<file path="src/rtl/sss_pkg.sv">
package sss_pkg;
  localparam int STAT_SLOTS = 4;
  typedef enum logic {
    SHAPE_STRIP  = 1'b0,
    SHAPE_INSERT = 1'b1
  } shape_mode_e;
endpackage

</file>
<file path="src/rtl/sss_seq.sv">
module sss_seq #(
  parameter int LEN_W = 8,
  parameter int CNT_W = 5,
  parameter int IDX_W = 4,
  localparam int POS_W = LEN_W + 1
) (
  input  logic             clk,
  input  logic             rst,
  input  logic             step,
  input  logic [LEN_W-1:0] chunk_len,
  input  logic [CNT_W-1:0] chunk_num,
  output logic [POS_W-1:0] pos,
  output logic [IDX_W-1:0] chunk,
  output logic             in_data_zone,
  output logic             at_status_head,
  output logic             page_last
);
  import sss_pkg::*;

  logic [POS_W-1:0] len_ext;
  logic [POS_W-1:0] end_pos;
  logic             chunk_end;
  logic             last_chunk;

  assign len_ext        = {1'b0, chunk_len};
  assign end_pos        = len_ext + POS_W'(STAT_SLOTS - 1);
  assign in_data_zone   = pos < len_ext;
  assign at_status_head = pos == len_ext;
  assign chunk_end      = pos == end_pos;
  assign last_chunk     = (CNT_W'(chunk) + CNT_W'(1)) == chunk_num;
  assign page_last      = chunk_end && last_chunk;

  always_ff @(posedge clk) begin
    if (rst) begin
      pos   <= '0;
      chunk <= '0;
    end else if (step) begin
      if (chunk_end) begin
        pos   <= '0;
        chunk <= last_chunk ? '0 : chunk + IDX_W'(1);
      end else begin
        pos <= pos + POS_W'(1);
      end
    end
  end
endmodule

</file>
<file path="src/rtl/sss_ostage.sv">
module sss_ostage #(
  parameter int DW = 8
) (
  input  logic          clk,
  input  logic          rst,
  input  logic          load,
  input  logic [DW-1:0] load_data,
  input  logic          load_last,
  input  logic          out_ready,
  output logic          out_valid,
  output logic [DW-1:0] out_data,
  output logic          out_last,
  output logic          free
);
  assign free = !out_valid || out_ready;

  always_ff @(posedge clk) begin
    if (rst) begin
      out_valid <= 1'b0;
      out_data  <= '0;
      out_last  <= 1'b0;
    end else if (load) begin
      out_valid <= 1'b1;
      out_data  <= load_data;
      out_last  <= load_last;
    end else if (out_ready) begin
      out_valid <= 1'b0;
      out_last  <= 1'b0;
    end
  end
endmodule

</file>
<file path="src/rtl/sss_stat_ram.sv">
module sss_stat_ram #(
  parameter int DEPTH = 16,
  parameter int DW    = 8,
  localparam int AW   = $clog2(DEPTH)
) (
  input  logic          clk,
  input  logic          we,
  input  logic [AW-1:0] waddr,
  input  logic [DW-1:0] wdata,
  input  logic [AW-1:0] raddr,
  output logic [DW-1:0] rdata
);
  logic [DW-1:0] mem [DEPTH];

  always_ff @(posedge clk) begin
    if (we) mem[waddr] <= wdata;
    rdata <= mem[raddr];
  end
endmodule

</file>
<file path="src/rtl/spare_status_shaper.sv">
module spare_status_shaper #(
  parameter int LEN_W      = 8,
  parameter int MAX_CHUNKS = 16,
  localparam int CNT_W     = $clog2(MAX_CHUNKS + 1),
  localparam int IDX_W     = $clog2(MAX_CHUNKS),
  localparam int POS_W     = LEN_W + 1
) (
  input  logic             clk,
  input  logic             rst,
  input  logic             mode,
  input  logic [LEN_W-1:0] chunk_len,
  input  logic [CNT_W-1:0] chunk_num,
  input  logic             in_valid,
  input  logic [7:0]       in_data,
  output logic             in_ready,
  output logic             out_valid,
  output logic [7:0]       out_data,
  input  logic             out_ready,
  output logic             done,
  input  logic [IDX_W-1:0] stat_idx,
  output logic [7:0]       stat_byte
);
  import sss_pkg::*;

  shape_mode_e      md;
  logic [POS_W-1:0] pos;
  logic [IDX_W-1:0] chunk;
  logic             in_data_zone;
  logic             at_status_head;
  logic             page_last;
  logic             free;
  logic             out_last;
  logic             step;
  logic             load;
  logic             take;

  assign md   = shape_mode_e'(mode);
  assign take = in_valid && in_ready;

  always_comb begin
    if (md == SHAPE_STRIP) begin
      in_ready = free;
      step     = take;
      load     = take && in_data_zone;
    end else begin
      in_ready = free && in_data_zone;
      step     = in_data_zone ? take : free;
      load     = step;
    end
  end

  sss_seq #(.LEN_W(LEN_W), .CNT_W(CNT_W), .IDX_W(IDX_W)) u_seq (
    .clk(clk), .rst(rst), .step(step), .chunk_len(chunk_len),
    .chunk_num(chunk_num), .pos(pos), .chunk(chunk),
    .in_data_zone(in_data_zone), .at_status_head(at_status_head),
    .page_last(page_last)
  );

  sss_ostage #(.DW(8)) u_out (
    .clk(clk), .rst(rst), .load(load),
    .load_data(in_data_zone ? in_data : 8'h00),
    .load_last(page_last && md == SHAPE_INSERT),
    .out_ready(out_ready), .out_valid(out_valid), .out_data(out_data),
    .out_last(out_last), .free(free)
  );

  sss_stat_ram #(.DEPTH(MAX_CHUNKS), .DW(8)) u_stat (
    .clk(clk), .we(md == SHAPE_STRIP && take && at_status_head),
    .waddr(chunk), .wdata(in_data), .raddr(stat_idx), .rdata(stat_byte)
  );

  always_ff @(posedge clk) begin
    if (rst) done <= 1'b0;
    else     done <= (md == SHAPE_STRIP && step && page_last) ||
                     (out_valid && out_ready && out_last);
  end
endmodule

</file>
<file path="config.mk">
export PLATFORM = sky130hd
export DESIGN_NAME = spare_status_shaper
export DESIGN_NICKNAME = d
export VERILOG_FILES = /design/src/rtl/sss_pkg.sv /design/src/rtl/sss_seq.sv /design/src/rtl/sss_ostage.sv /design/src/rtl/sss_stat_ram.sv /design/src/rtl/spare_status_shaper.sv
export SDC_FILE = /design/constraint.sdc
export NUM_CORES = 1
export LEC_CHECK = 0
export BUFFER_PORTS_ARGS = -buffer_cell sky130_fd_sc_hd__buf_2
export CAP_MARGIN = 15
export CORE_MARGIN = 3
export CORE_UTILIZATION = 41
export DETAILED_ROUTE_END_ITERATION = 10
export SETUP_SLACK_MARGIN = 0.5
export SLEW_MARGIN = 20
export SYNTH_ARGS = -nofsm -noshare
export SYNTH_HDL_FRONTEND = slang
export SYNTH_SLANG_ARGS = --single-unit
</file>
<file path="constraint.sdc">
create_clock -name clk -period 2.7 [get_ports clk]
set_input_delay 0.135 -clock clk [delete_from_list [all_inputs] [get_ports clk]]
set_output_delay 0.135 -clock clk [all_outputs]
set_load 0.1 [all_outputs]
</file>
==> qor.yml <==
status: "complete, no violations"
crit_path_required_time_ns: 3.04
report.final.setup_viol: 0
p_per_area_mw_per_mm2: 691.7
grt_setup_unrepaired: "yes"
route.detailed.vias_per_inst: 5.458
cp_top_delay_family: "compound AO/OA/AOI/OAI gates"
route.detailed.drc: 0
first_global_vias: 4274
timing_max_transition_violations_final: 0
num_antenna_cells: 0
buffer_ports.inserted: 48
syn_nets: 496
finalHoldViolations: 0
worst_r2r_startpoint: "u_seq.pos[7]$_SDFFE_PP0P_"
clkTransAtPathRegs_ns: 0.06
insertion_delay_ns: 0.42
core_area_mm2: 0.01658
route.final.wire_length_um: 14940
crit_arrival_ns: 2.62
floorplan.initialDensity_pct: 41.99
num-fill-cells: 1417
worst_path_max_fanout: 5
longest_clk_path_bufs: 2
timing.reg2reg.setup_slack_ns: 0.42
synth_area_in_xor_xnor_pct: 1.887
fp.dieH_um: 136.3
ctsRootBufferMaster: "sky130_fd_sc_hd__clkbuf_16"
hold_depth: 3
drtIter0Drc: 264
yosys.cell_types.count: 51
max_stage_delay_ns: 0.57
leakage_component_of_the_power_uw: 0.003040
postSynthRegisterBits: 160
asyncSetResetFlopFracSynth_pct: 0
synth.avg_cell_area_um2: 15.40
yosys.area_share.adder_pct: 2.516
io_pins: 49
critical_path.reg2reg.endpoint: "u_seq.pos[7]$_SDFFE_PP0P_"
fin_nets: 576
min-delay-start: "out_ready"
gp_routability_congestion: 0.8521
grt_start_max_net_pins: 33
synthToLayoutAreaGrowth_pct: 23.07
grt_use_total_pct: 16.80
tritoncts_buffer_count: 17
simple_logic_cell_fraction_of_the_synthesized_area_pct: 8.392
max_freq_mhz: 438.5
synth.mux.area_fraction_pct: 14.09
die-area_mm2: 0.01858
post_route_cells_drive_above_1_share_pct: 35.78
synthFlopType: "sky130_fd_sc_hd__edfxtp_1"
synth_top_family_by_area: "multiplexers"
worstPathBufferInverterCount: 1
synth_cells: 452
crit_path_slowest_cell: "sky130_fd_sc_hd__a2111oi_1"
routed-via-count: 4175
fin_total_pwr_uw: 5927
fin_worst_skew_ns: 0.01336
fin_crit_ns: 2.281
synth-edff-count: 128
hp-class: "in2reg"
detailedPlacementHpwl_um: 9925
min_to: "done$_SDFF_PP0_"
grt_first_pass_wirelength_um: 23480
vdd.ir_drop.worst_v: 0.0004636
cts.hold.buffers_added: 0
worst-setup-path-type: "reg2reg"
synth_largest_area_cell: "sky130_fd_sc_hd__edfxtp_1"
synth_compound_gate_area_share_pct: 6.253
critPathCaptureType: "flip-flop"
period_share_pct: 84.47
yosysTopAreaCellShare_pct: 55.20
max_slew_margin_pct: 56.25
yosysWarnings: 0
first_pass_iters: 4
worstSetupStartpointType: "flip-flop"
routed_wire_length_per_instance_um: 19.53
die_w_um: 136.3
drv.max_cap_violation_count: 0
grt_remaining_overflow: 0
fp-row-count: 47
worstRegToRegCells: 8
timing_worst_slew_pin_value_ns: 0.6538
timing.critical_path.cells: "ha_4 > nand4b_4 > a311oi_2 > o31ai_2 > buf_6 > a2111oi_1 > o22ai_1 > o211ai_1"
grt_antenna_before_repair: 0
seq_total_area_yosys_pct: 64.40
antenna_violating_nets_post_route: 0
worst-path-stages: 8
synth.area.top_cells: "sky130_fd_sc_hd__edfxtp_1, sky130_fd_sc_hd__mux4_2, sky130_fd_sc_hd__dfxtp_1"
clock_sink_count: 160
timing.setup.tns_ns: 0
tritoncts: "yes"
syn-cell-area_mm2: 0.006963
ctsHtreeMaxLevel: 4
==> cell usage in the layout (no fill, tap or decap), types with 3 or more instances in the layout <==
| cell | synthesis | final |
|---|---|---|
| sky130_fd_sc_hd__a21oi_1 | 10 | 9 |
| sky130_fd_sc_hd__and2_1 | 10 | 9 |
| sky130_fd_sc_hd__and3_1 | 3 | 3 |
| sky130_fd_sc_hd__buf_2 | 7 | 47 |
| sky130_fd_sc_hd__buf_4 | 0 | 29 |
| sky130_fd_sc_hd__buf_6 | 0 | 8 |
| sky130_fd_sc_hd__bufinv_16 | 0 | 3 |
| sky130_fd_sc_hd__clkbuf_16 | 0 | 17 |
| sky130_fd_sc_hd__clkinv_4 | 0 | 4 |
| sky130_fd_sc_hd__dfxtp_1 | 32 | 28 |
| sky130_fd_sc_hd__dfxtp_2 | 0 | 3 |
| sky130_fd_sc_hd__edfxtp_1 | 128 | 128 |
| sky130_fd_sc_hd__ha_1 | 14 | 11 |
| sky130_fd_sc_hd__inv_1 | 18 | 18 |
| sky130_fd_sc_hd__inv_6 | 0 | 5 |
| sky130_fd_sc_hd__mux2i_1 | 8 | 8 |
| sky130_fd_sc_hd__mux4_2 | 40 | 40 |
| sky130_fd_sc_hd__nand2_1 | 21 | 19 |
| sky130_fd_sc_hd__nand2b_1 | 3 | 3 |
| sky130_fd_sc_hd__nand3_1 | 8 | 7 |
| sky130_fd_sc_hd__nand4_1 | 5 | 5 |
| sky130_fd_sc_hd__nor2_1 | 34 | 30 |
| sky130_fd_sc_hd__nor2_2 | 0 | 4 |
| sky130_fd_sc_hd__nor2b_1 | 5 | 5 |
| sky130_fd_sc_hd__nor3_1 | 8 | 3 |
| sky130_fd_sc_hd__nor3_2 | 0 | 4 |
| sky130_fd_sc_hd__nor3b_1 | 3 | 3 |
| sky130_fd_sc_hd__nor4_1 | 3 | 3 |
| sky130_fd_sc_hd__o2111ai_1 | 4 | 3 |
| sky130_fd_sc_hd__o211ai_1 | 11 | 11 |
| sky130_fd_sc_hd__o21ai_0 | 9 | 7 |
| sky130_fd_sc_hd__o22ai_1 | 4 | 4 |
| sky130_fd_sc_hd__o41ai_2 | 1 | 4 |
| sky130_fd_sc_hd__xnor2_1 | 10 | 10 |
| sky130_fd_sc_hd__xor2_1 | 5 | 5 |
==> worst reg2reg max path, cell delays in order, from the launching register on <==
cell                        delay (ns)
sky130_fd_sc_hd__dfxtp_4          0.37
sky130_fd_sc_hd__ha_4             0.31
sky130_fd_sc_hd__nand4b_4         0.12
sky130_fd_sc_hd__a311oi_2         0.32
sky130_fd_sc_hd__o31ai_2          0.12
sky130_fd_sc_hd__buf_6            0.15
sky130_fd_sc_hd__a2111oi_1        0.57
sky130_fd_sc_hd__o22ai_1          0.13
sky130_fd_sc_hd__o211ai_1         0.12
==> logic make-up after synthesis <==
| kind of cell | count (synthesis) |
|---|---|
| compound gates | 59 |
| xor+xnor | 15 |
| fa+ha+maj | 14 |
| buf+inv | 43 |
| flops | 160 |
| mux | 48 |
| simple gates | 113 |
==> through the flow <==
step | hold WS, ns | setup WS [ns] | std cells | instance area [µm²] | util [%]
floorplan | 0.2339 | 0.4782 | 452 | 7009 | -
global placement | 0.4303 | 0.3530 | 727 | 7674 | 46.27
detailed placement | 0.4514 | 0.1319 | 727 | 7674 | 46.27
CTS | 0.01868 | 0.4690 | 763 | 8432 | 50.85
global route | 0.05346 | 0.3269 | 765 | 8569 | 51.68
finish | 0.03954 | 0.4194 | 765 | 8569 | 51.68
==> sequential cells by signal (all words and copies together), names as in the netlist <==
name and cells:
u_stat.mem 128, u_seq.pos 9, u_out.out_data 8, u_stat.rdata 8, u_seq.chunk 4, done 1
u_out.out_last 1, u_out.out_valid 1
==> final cells by class <==
cell class,instances,area (µm²),area share (%)
Sequential cell,160,4492,52.42
Multi-Input combinational cell,249,2526,29.48
Timing Repair Buffer,86,583.1,6.804
Clock buffer,18,429.2,5.008
Tap cell,220,275.3,3.212
Clock inverter,14,196.4,2.292
Inverter,18,67.56,0.7884
==> how the worst max path moves through the flow <==
stage / from / endpoint / slack [ns]
6_report: u_seq.pos[7]$_SDFFE_PP0P_ / u_seq.pos[7]$_SDFFE_PP0P_ / 0.42
5_1_grt: u_seq.pos[7]$_SDFFE_PP0P_ / u_seq.pos[7]$_SDFFE_PP0P_ / 0.33
4_1_cts: u_seq.pos[3]$_SDFFE_PP0P_ / in_ready / 0.47
3_5_place_dp: u_seq.pos[7]$_SDFFE_PP0P_ / u_seq.chunk[2]$_SDFFE_PP0P_ / 0.13
3_3_place_gp: u_seq.pos[7]$_SDFFE_PP0P_ / u_seq.chunk[2]$_SDFFE_PP0P_ / 0.35
2_1_floorplan: u_seq.pos[7]$_SDFFE_PP0P_ / u_stat.mem[15][0]$_DFFE_PP_ / 0.48
==> synthesized netlist by cell type, types with 4 or more instances <==
master                      instances
sky130_fd_sc_hd__o21ai_0            9
sky130_fd_sc_hd__o211ai_1          11
sky130_fd_sc_hd__o41ai_1            4
sky130_fd_sc_hd__o22ai_1            4
sky130_fd_sc_hd__mux2i_1            8
sky130_fd_sc_hd__nand2_1           21
sky130_fd_sc_hd__xor2_1             5
sky130_fd_sc_hd__nand4_1            5
sky130_fd_sc_hd__nor2_1            34
sky130_fd_sc_hd__xnor2_1           10
sky130_fd_sc_hd__nor3_1             8
sky130_fd_sc_hd__nor2b_1            5
sky130_fd_sc_hd__a21oi_1           10
sky130_fd_sc_hd__buf_2              7
sky130_fd_sc_hd__ha_1              14
sky130_fd_sc_hd__mux4_2            40
sky130_fd_sc_hd__nand3_1            8
sky130_fd_sc_hd__inv_1             18
sky130_fd_sc_hd__buf_1              4
sky130_fd_sc_hd__o2111ai_1          4
sky130_fd_sc_hd__edfxtp_1         128
sky130_fd_sc_hd__clkbuf_1          13
sky130_fd_sc_hd__dfxtp_1           32
sky130_fd_sc_hd__and2_1            10
==> routing by layer <==
layer  vias to the layer above  GRT usage, %  share of wire, %
met2                       111         27.60                51
met3                        18         4.034               3.7
met1                      2104         22.29                44
met4                         0         5.095               1.4
met5                         -             0                 0
li1                       1942             -                 -
==> report_power, final <==
group / leakage (µW) / switching, µW / internal (µW)
registers: 0.00141 / 25.2 / 2690
clock network: 0.000305 / 1010 / 1490
logic: 0.00132 / 477 / 229
total: 0.00304 / 1510 / 4410
==> repair_timing <==
action                                  in CTS  in global routing
pin swaps                                    3                 10
endpoints found under the setup margin      32                 68
setup buffers                                4                  2
gates resized for setup                     19                 29
Power figures use the tool's default switching activity.
